### src/rtl/amsl_pkg.sv
package amsl_pkg;
  localparam int WORD_W = 24;
  localparam int EXT_W  = 8;
  localparam int NAR_W  = 16;
  localparam int ACC_W  = EXT_W + 2 * WORD_W;
  localparam int FLAG_W = 7;
  localparam int LIM_BIT = 6;

  typedef enum logic [1:0] {
    SCL_NONE = 2'b00,
    SCL_DOWN = 2'b01,
    SCL_UP   = 2'b10,
    SCL_RSVD = 2'b11
  } scale_e;

  typedef enum logic [1:0] {
    DST_WHOLE  = 2'b00,
    DST_HIGH   = 2'b01,
    DST_WORD   = 2'b10,
    DST_NARROW = 2'b11
  } wdst_e;
endpackage

### src/rtl/amsl_scaler.sv
module amsl_scaler #(
  parameter int WORD_W = amsl_pkg::WORD_W,
  parameter int EXT_W  = amsl_pkg::EXT_W
) (
  input  logic [EXT_W+2*WORD_W-1:0] acc,
  input  logic [1:0]                mode,
  output logic [WORD_W-1:0]         word,
  output logic                      lim
);
  import amsl_pkg::*;
  localparam int AW  = EXT_W + 2 * WORD_W;
  localparam int TOP = AW - (2 * WORD_W - 1);

  logic [AW-1:0]     shifted;
  logic [TOP-1:0]    top_bits;
  logic [WORD_W-1:0] sat_pos, sat_neg;

  assign sat_pos = {1'b0, {(WORD_W-1){1'b1}}};
  assign sat_neg = {1'b1, {(WORD_W-1){1'b0}}};

  always_comb begin
    case (scale_e'(mode))
      SCL_DOWN: shifted = $unsigned($signed(acc) >>> 1);
      SCL_UP:   shifted = acc << 1;
      default:  shifted = acc;
    endcase
    top_bits = shifted[AW-1 -: TOP];
    lim      = !((&top_bits) || !(|top_bits));
    word     = lim ? (acc[AW-1] ? sat_neg : sat_pos) : shifted[2*WORD_W-1 -: WORD_W];
  end

  always_comb begin
    if (lim) begin
      assert_sat_sign_R4: assert (word[WORD_W-1] == acc[AW-1]);
    end
  end
endmodule

### src/rtl/amsl_wfmt.sv
module amsl_wfmt #(
  parameter int WORD_W = amsl_pkg::WORD_W,
  parameter int EXT_W  = amsl_pkg::EXT_W,
  parameter int NAR_W  = amsl_pkg::NAR_W
) (
  input  logic                      valid,
  input  logic [WORD_W-1:0]         din,
  input  logic                      src_narrow,
  input  logic [1:0]                dst,
  output logic [EXT_W+2*WORD_W-1:0] dout,
  output logic [2:0]                mask
);
  import amsl_pkg::*;
  localparam int AW = EXT_W + 2 * WORD_W;

  logic [WORD_W-1:0] opnd;

  always_comb begin
    opnd = src_narrow ? {{(WORD_W-NAR_W){1'b0}}, din[NAR_W-1:0]} : din;
    dout = '0;
    case (wdst_e'(dst))
      DST_WHOLE: begin
        dout = {{EXT_W{opnd[WORD_W-1]}}, opnd, {WORD_W{1'b0}}};
        mask = 3'b111;
      end
      DST_HIGH: begin
        dout[2*WORD_W-1 -: WORD_W] = opnd;
        mask = 3'b010;
      end
      DST_WORD: begin
        dout[WORD_W-1:0] = opnd;
        mask = 3'b001;
      end
      default: begin
        dout[NAR_W-1:0] = opnd[NAR_W-1:0];
        mask = 3'b001;
      end
    endcase
  end

  always_comb begin
    if (valid && mask == 3'b111) begin
      assert_whole_ext_R8: assert (((&dout[AW-1:2*WORD_W-1]) || !(|dout[AW-1:2*WORD_W-1]))
                                   && dout[WORD_W-1:0] == '0);
    end
    if (valid && src_narrow && mask == 3'b001) begin
      assert_narrow_zero_R10: assert (dout[WORD_W-1:NAR_W] == '0);
    end
  end
endmodule

### src/rtl/amsl_ccr.sv
module amsl_ccr #(
  parameter int FLAG_W  = amsl_pkg::FLAG_W,
  parameter int LIM_BIT = amsl_pkg::LIM_BIT
) (
  input  logic              clk,
  input  logic              rst_n,
  input  logic              lim_evt,
  input  logic              sr_wr,
  input  logic [FLAG_W-1:0] sr_data,
  output logic [FLAG_W-1:0] flags
);
  always_ff @(posedge clk or negedge rst_n) begin
    if (!rst_n)         flags <= '0;
    else if (sr_wr)     flags <= sr_data;
    else if (lim_evt)   flags[LIM_BIT] <= 1'b1;
  end

  assert_l_sticky_R5: assert property (@(posedge clk) disable iff (!rst_n)
    $fell(flags[LIM_BIT]) |-> $past(sr_wr));

  assert_l_cause_R12: assert property (@(posedge clk) disable iff (!rst_n)
    $rose(flags[LIM_BIT]) |-> $past(lim_evt || sr_wr));

  assert_other_flags_R6: assert property (@(posedge clk) disable iff (!rst_n)
    !$stable(flags[LIM_BIT-1:0]) |-> $past(sr_wr));
endmodule

### src/rtl/acc_move_unit.sv
module acc_move_unit #(
  parameter int WORD_W = amsl_pkg::WORD_W,
  parameter int EXT_W  = amsl_pkg::EXT_W,
  parameter int NAR_W  = amsl_pkg::NAR_W,
  parameter int FLAG_W = amsl_pkg::FLAG_W
) (
  input  logic                      clk,
  input  logic                      rst_n,
  input  logic [1:0]                scale_mode,
  input  logic                      rd_valid,
  output logic                      rd_ready,
  input  logic [EXT_W+2*WORD_W-1:0] rd_acc,
  input  logic                      rd_whole,
  input  logic                      rd_low,
  input  logic                      rd_narrow,
  output logic                      rdo_valid,
  input  logic                      rdo_ready,
  output logic [WORD_W-1:0]         rdo_data,
  input  logic                      wr_valid,
  output logic                      wr_ready,
  input  logic [WORD_W-1:0]         wr_data,
  input  logic                      wr_src_narrow,
  input  logic [1:0]                wr_dst,
  output logic                      wro_valid,
  input  logic                      wro_ready,
  output logic [EXT_W+2*WORD_W-1:0] wro_data,
  output logic [2:0]                wro_mask,
  input  logic                      sr_wr,
  input  logic [FLAG_W-1:0]         sr_data,
  output logic [FLAG_W-1:0]         ccr_flags
);
  logic [WORD_W-1:0] sc_word, sel_word;
  logic              sc_lim, lim_evt;

  amsl_scaler #(.WORD_W(WORD_W), .EXT_W(EXT_W)) u_scaler (
    .acc(rd_acc), .mode(scale_mode), .word(sc_word), .lim(sc_lim));

  always_comb begin
    if (rd_whole)    sel_word = sc_word;
    else if (rd_low) sel_word = rd_acc[WORD_W-1:0];
    else             sel_word = rd_acc[2*WORD_W-1 -: WORD_W];
    rdo_data = rd_narrow ? {{(WORD_W-NAR_W){1'b0}}, sel_word[NAR_W-1:0]} : sel_word;
  end

  assign rd_ready  = rdo_ready;
  assign rdo_valid = rd_valid;
  assign lim_evt   = rd_valid && rdo_ready && rd_whole && sc_lim;

  amsl_wfmt #(.WORD_W(WORD_W), .EXT_W(EXT_W), .NAR_W(NAR_W)) u_wfmt (
    .valid(wr_valid), .din(wr_data), .src_narrow(wr_src_narrow), .dst(wr_dst),
    .dout(wro_data), .mask(wro_mask));

  assign wr_ready  = wro_ready;
  assign wro_valid = wr_valid;

  amsl_ccr #(.FLAG_W(FLAG_W)) u_ccr (
    .clk(clk), .rst_n(rst_n), .lim_evt(lim_evt), .sr_wr(sr_wr),
    .sr_data(sr_data), .flags(ccr_flags));

  assert_stall_no_flag_R12: assert property (@(posedge clk) disable iff (!rst_n)
    (rd_valid && !rdo_ready && !sr_wr) |=> $stable(ccr_flags));

  assert_sub_no_limit_R1: assert property (@(posedge clk) disable iff (!rst_n)
    (!rd_whole && !sr_wr) |=> $stable(ccr_flags));
endmodule

### config.mk
export PLATFORM = sky130hd
export DESIGN_NAME = acc_move_unit
export DESIGN_NICKNAME = d
export VERILOG_FILES = /design/src/rtl/amsl_pkg.sv /design/src/rtl/amsl_scaler.sv /design/src/rtl/amsl_wfmt.sv /design/src/rtl/amsl_ccr.sv /design/src/rtl/acc_move_unit.sv
export SDC_FILE = /design/constraint.sdc
export NUM_CORES = 1
export LEC_CHECK = 0
export ABC_AREA = 1
export BUFFER_PORTS_ARGS = -buffer_cell sky130_fd_sc_hd__buf_2
export CAP_MARGIN = 40
export CORE_UTILIZATION = 39
export CTS_CLUSTER_SIZE = 10
export DETAILED_ROUTE_END_ITERATION = 10
export PLACE_DENSITY = 0.9
export SYNTH_ARGS = -nofsm -noshare
export SYNTH_HDL_FRONTEND = slang
export SYNTH_HIERARCHICAL = 1
export SYNTH_SLANG_ARGS = --single-unit
### constraint.sdc
create_clock -name clk -period 3.4 [get_ports clk]
set_input_delay 1.02 -clock clk [delete_from_list [all_inputs] [get_ports clk]]
set_output_delay 1.02 -clock clk [all_outputs]
set_load 0.005 [all_outputs]
==> results of run 1 <==
final timing paths:
kind | cells after the start | slack [ps] | startpoint | endpoint
setup / recovery | 17 | -460 | scale_mode[0] | rdo_data[3]
hold / removal | 2 | 470 | u_ccr/flags[1] | u_ccr/flags[1]
setup reg to reg | 2 | 2760 | u_ccr/flags[6] | u_ccr/flags[6]
hold reg to reg | 2 | 470 | u_ccr/flags[1] | u_ccr/flags[1]
max in group asynchronous | 1 | 2630 | rst_n | u_ccr/flags[5]
min in group asynchronous | 1 | 620 | rst_n | u_ccr/flags[4]
through the flow:
step	util	setup slack, ps	hold slack [ps]
3_3_place_gp	0.534	-483	449
2_1_floorplan	-	-108	464
5_1_grt	0.582	-545	494
3_5_place_dp	0.534	-542	456
4_1_cts	0.569	-417	467
6_report	0.582	-457	474
power breakdown:
group,internal (mW),leakage [nW],switching [mW]
sequential,0.0913,0.0844,0.00419
combinational,0.214,2.60,0.278
clock,0.0813,0.0228,0.0381
total,0.386,2.71,0.320
Yosys cell counts:
cell,instances
inv_1,109
buf_4,13
a21oi_1,1
nor2_2,1
nand2_2,1
o21ai_1,11
nand3_2,3
o22ai_1,22
inv_2,3
clkbuf_1,8
buf_6,15
dfrtp_1,7
inv_4,2
o21ai_0,25
nor2_1,62
ha_1,2
buf_8,4
buf_2,5
inv_6,1
nand3_1,24
or2_0,4
nand2_1,257
or2_1,1
nand2_4,2
a21boi_0,1
or2_2,1
metal layers:
layer / share of wire / GRT usage
met1: 0.41 / 0.297
met2: 0.49 / 0.433
met5: 0 / 0
met4: 0.017 / 0.0561
met3: 0.085 / 0.0324
tightest hold or removal path: cells and delay by family, from the launching register on:
family,cells,cell delay [ps]
and+or+nand+nor,2,110
DFF,1,330
what timing repair did:
item | CTS | global route
setup endpoints to repair | 24 | 24
pin swaps | 14 | 13
endpoints found under the hold margin | 0 | 0
setup buffers | 6 | 2
resized for setup | 37 | 24
cloned | 4 | 0
cell families after synthesis:
| family | Yosys count | share of synthesized area |
|---|---|---|
| compound gates | 60 | 0.119 |
| simple gates | 356 | 0.512 |
| buf+inv | 160 | 0.297 |
| flops | 7 | 0.0631 |
| fa+ha+maj | 2 | 0.00902 |
area by class of cell:
class	instances	area [sq um]
Tap cell	96	120
Timing Repair inverter	2	20.0
Timing Repair Buffer	217	1220
Sequential cell	7	175
Multi-Input combinational cell	420	1940
Fill cell	676	2850
Clock buffer	4	45.0
Inverter	115	457
==> metrics.txt, run 1 <==
number of port buffers=191; gp weighted congestion=roughly 0.86; Seq/Total Area, Yosys=0.0631; area added between synthesis and finish=43.4%; setup TNS=-10020 ps; Biggest register=u_ccr/flags; number of global-route vias before repair=3285; final clock skew=0 ps; layout net count=870; Inst Count DP=~850; row cnt=30; CP Buf/Inv Count=7; DRC Markers=0; Bufs on Longest Clock Path=2; worst vdd ir=0.0000805 V; most common cell after layout, fill and taps aside=nand2_1; CTS tree=built; Skew-Pair Late Insertion Delay=230 ps; Die H=86.3 um; FF+latch count, synth=7; DR WL/cell=roughly 11 um; cts hold-fix bufs=0; Final Instance Area=just under 4000 sq um; Area after DPL=about 3700 sq um; Tot GR Track Use=0.238; global-route wire length before repair=roughly 15000 um; syn_nets=a little under 700; Die Area=around 7500 sq um; Slew Limit Fails=0; Crit Path Max Fanout=14; commonest non-fill, non-tap cells in the layout=240 x nand2_1, 189 x buf_2, 108 x inv_1; failing checks=setup timing; Slew HR=0.532; Placeable Area=6830 sq um; crit-path leading delay family=simple AND/OR/NAND/NOR gates; HP Class=reg2reg; estimated wirelength of the detail-placed design=around 7100 um; Cell Pwr Density=about 180 nW/um^2; Avg Inst Size Synth=~4.7 sq um; CP Cell Sequence=buf_8 -> inv_8 -> ha_4 -> buf_6 -> inv_8 -> buf_4 -> nand3_1 -> nand2_1 -> nand2_1 -> nor2_2 -> nand3_4 -> nand3_4 -> buf_12 -> nand2_1 -> nand2_1 -> nand2_1 -> buf_2; Startpoint Class=primary input; highest cell delay on the worst timing path=around 270 ps; Via density=around 4.7; DR vias=between 4000 and 5000; dominant cells by area after synthesis=nand2_1 35%, inv_1 15%, nor2_1 8.4%, dfrtp_1 6.3%, buf_6 6.1%; initial antenna violation count=0; slew at the pin with the worst max-slew slack=between 700 and 800 ps; grt total ovfl=0; Critical Path RT=around 2400 ps; clock sinks=7; Crit Path Category=in2out; synthesized cell area=2770 sq um; RSZ-0062 raised after global routing=true; Cells after Synth=slightly below 600; Final Setup Violations=24; synth warn=6; Largest register FFs=7; drt first-iter violations=between 150 and 200; final cell count without fillers=861; Top cell by count, worst path=nand2_1; num ports=slightly below 200; Initial Util=0.406; clk root buf=clkbuf_8; Clock Pin Slew Worst Setup and Hold Paths=~40 ps; leakage=between 2 and 3 nW; 1st-pass router iterations=7; largest registers=u_ccr/flags (7); Yosys top cell area share=0.348; Crit-path slowest cell=ha_4; Tmin final=between 3000 and 4000 ps; n_diodes=0; fmax=approximately 0.26 GHz; Final Power=just over 0.7 mW; Synth cell types=26; Die X-Extent=approximately 86 um; Worst EP arrival=between 2000 and 3000 ps; share of layout cells above drive strength 1=0.350; Fin. Hold Viols=0; max cap viols=0; CTS buffer count=3; status=complete, but fails checks; post-route setup slack=-457 ps; post-route ant nets=0; largest net degree at the start of global routing=47; Synth area leader=nand2_1; Post-Route WL=9620 um; fin crit share=1.13; Setup crit end kind=primary output; H-tree depth=1
(Power assumes the default switching activity.)
==> run 2: changes to the inputs <==
ABC_AREA = 0   (was 1)
CORE_UTILIZATION = 34   (was 39)
PLACE_DENSITY = 0.88   (was 0.9)
SYNTH_HIERARCHICAL = default   (was 1)
==> run 2 against run 1 <==
Compared with the run above: the flow still finishes with violations (setup timing); clock-buffer cell count is the same; worst setup slack got worse by 250 ps; via count down 27%; total power fell by 3.9%; wire length shrank 10%; die area is 13% lower; critical path depth fell by 4; final area shrank 13%; cell count fell by 37%; worst hold slack gained 30 ps; core utilization down 0.45 points.
==> metrics.txt, run 2 <==
status=complete, but fails checks; failing checks=setup timing; asr flop ratio synth=1.00; count leader, synth=and2_1; clk root buf=clkbuf_8; gp weighted congestion=slightly below 0.9; Reg2Reg Depth=1; dominant cells by area after synthesis=a221o_1 11%, mux2i_1 11%, and2_1 8.9%, dfrtp_1 8.3%, o21ai_0 6.4%; Clock Pin Slew Worst Setup and Hold Paths=~40 ps; Via density=5.36; slew at the pin with the worst max-slew slack=around 410 ps; highest cell delay on the worst timing path=just under 400 ps; Seq/Total Area, Yosys=0.0833; grt total ovfl=0; Largest register FFs=7; Initial Util=0.353; max cap viols=0; Skew-Pair Late Insertion Delay=230 ps; Tmin final=roughly 4100 ps; Critical Path RT=around 2400 ps; reg2reg start=u_ccr.flags[6]; final clock skew=0 ps; Synth area leader=a221o_1; Post-Route WL=8630 um; Primary FF master, synth=dfrtp_1; fmax=roughly 0.24 GHz; 1st-pass router iterations=5; FF+latch count, synth=7; global-route wire length before repair=around 13000 um; synthesized cell area=roughly 2100 sq um; CTS tree=built; Cell Pwr Density=between 150 and 200 nW/um^2; worst setup path endpoint=rdo_data[20]; Post-synth EDFFs=0; number of global-route vias before repair=between 2000 and 3000; leakage=about 1.8 nW; Biggest register=u_ccr.flags; drt first-iter violations=between 90 and 100; Die X-Extent=between 80 and 90 um; Slew Limit Fails=0; Crit-path slowest cell=or3_4; num ports=196; layout net count=~580; Die H=between 80 and 90 um; commonest non-fill, non-tap cells in the layout=188 x buf_2, 30 x and2_1, 26 x buf_4; row cnt=28; Slew HR=0.728; Commonest cells post-synth=30 x and2_1, 27 x o21ai_0, 23 x a221o_1, 23 x mux2i_1; Top cell by count, worst path=buf_12; Crit Path Category=in2out; syn_nets=385; Fin. Hold Viols=0; Crit Path Max Fanout=12; Cells after Synth=281; Worst EP arrival=roughly 3100 ps; post-route setup slack=-711 ps; fin crit share=1.21; FF-to-FF setup slack=around 2600 ps; most common cell after layout, fill and taps aside=buf_2; DR WL/cell=about 16 um; Startpoint Class=primary input; Avg Inst Size Synth=7.48 sq um; Placeable Area=5960 sq um; estimated wirelength of the detail-placed design=between 6000 and 7000 um; RSZ-0062 raised after global routing=true; H-tree depth=1; share of layout cells above drive strength 1=0.606; synth warn=0; FF-to-FF End=u_ccr.flags[6]; crit path from=scale_mode[0]; largest net degree at the start of global routing=30; DR vias=around 3000; worst vdd ir=0.000322 V; Yosys top cell area share=0.110; area added between synthesis and finish=63.7%; post-route ant nets=0; HP Class=reg2reg; setup TNS=-15800 ps; CP Cell Sequence=buf_12 -> inv_12 -> ha_4 -> buf_8 -> buf_6 -> a221o_1 -> o21ai_2 -> or4_4 -> o21ai_4 -> or3_4 -> buf_12 -> o22ai_2 -> buf_2; Bufs on Longest Clock Path=2; Synth cell types=37; Final Instance Area=3440 sq um; Area after DPL=3180 sq um; largest registers=u_ccr.flags (7); Final Setup Violations=24; initial antenna violation count=2; number of port buffers=191; clock sinks=7; Setup crit end kind=primary output; DRC Markers=0; Tot GR Track Use=0.251; Die Area=6500 sq um; CTS buffer count=3
## run 2: changes by cell type after synthesis, sizes merged, moves of 16 or more
cell,change
o211ai,+16
nand2,-250
buf,-16
and2,+30
mux2i,+23
inv,-111
nor2b,+18
nor2,-50
a221o,+23
nand3,-27
## run 2: layer usage
layer / global-route usage / part of all wire
met2: 0.459 / 0.51
met4: 0.0875 / 0.018
met5: 0 / 0.0015
met1: 0.278 / 0.39
met3: 0.0636 / 0.081
## run 2: kinds of logic (layout without fill, tap and decap cells)
| group | count (synthesis) | in the layout | synth area share |
|---|---|---|---|
| multiplexers | 30 | 30 | 0.147 |
| flip-flops | 7 | 7 | 0.0833 |
| buffers and inverters | 43 | 232 | 0.124 |
| adder cells (fa/ha/maj) | 2 | 2 | 0.0119 |
| AND/OR/NAND/NOR | 100 | 100 | 0.280 |
| AO/OA/AOI/OAI | 99 | 99 | 0.353 |
| other | 0 | 1 | 0 |
## run 2: worst max-delay path, delay by kind of cell
kind	cells	cell delay [ps]
compound gates	4	560
fa+ha+maj	1	260
buf+inv	6	690
simple gates	2	550
## run 2: what timing repair did
action | in CTS | in global routing
gates resized for setup | 23 | 10
buffers inserted | 5 | 2
cloned | 2 | 0
pin swaps | 1 | 1
endpoints found under the setup margin | 24 | 24
hold endpoints to repair | 0 | 0
hold buffers | 0 | 0
## run 2: power breakdown
part	internal, mW	leakage, nW	switching, mW
sequential	0.0920	0.0812	0.00412
combinational	0.241	1.70	0.222
clock	0.0813	0.0228	0.0383
## run 2: area by class of cell
class	instances	area [sq um]
sequential	7	175
multi-input combinational	231	1790
timing repair buffer	224	1300
antenna	1	2.50
tap	75	93.8
inverter	4	35.0
clock buffer	4	45.0
fill	552	2510
## run 2: per-stage QoR
stage / hold WS, ps / setup slack (ps) / total power [mW] / util / instances
finish: 504 / -711 / 0.679 / 0.578 / 546
global route: 520 / -765 / 0.727 / 0.577 / 545
CTS: 506 / -701 / 0.671 / 0.573 / 545
detailed placement: 495 / -800 / 0.517 / 0.534 / 534
global placement: 482 / -725 / 0.503 / 0.534 / 534
floorplan: 496 / -369 / 0.334 / - / 281
## run 2: worst min-delay path by stage
stage               depth (start not counted)           start  slack (ps)              to
floorplan                                   1  u_ccr.flags[6]         500  u_ccr.flags[6]
global placement                            1  u_ccr.flags[6]         480  u_ccr.flags[6]
detailed placement                          1  u_ccr.flags[3]         500  u_ccr.flags[3]
CTS                                         1  u_ccr.flags[3]         510  u_ccr.flags[3]
global route                                1  u_ccr.flags[3]         520  u_ccr.flags[3]
finish                                      1  u_ccr.flags[3]         500  u_ccr.flags[3]
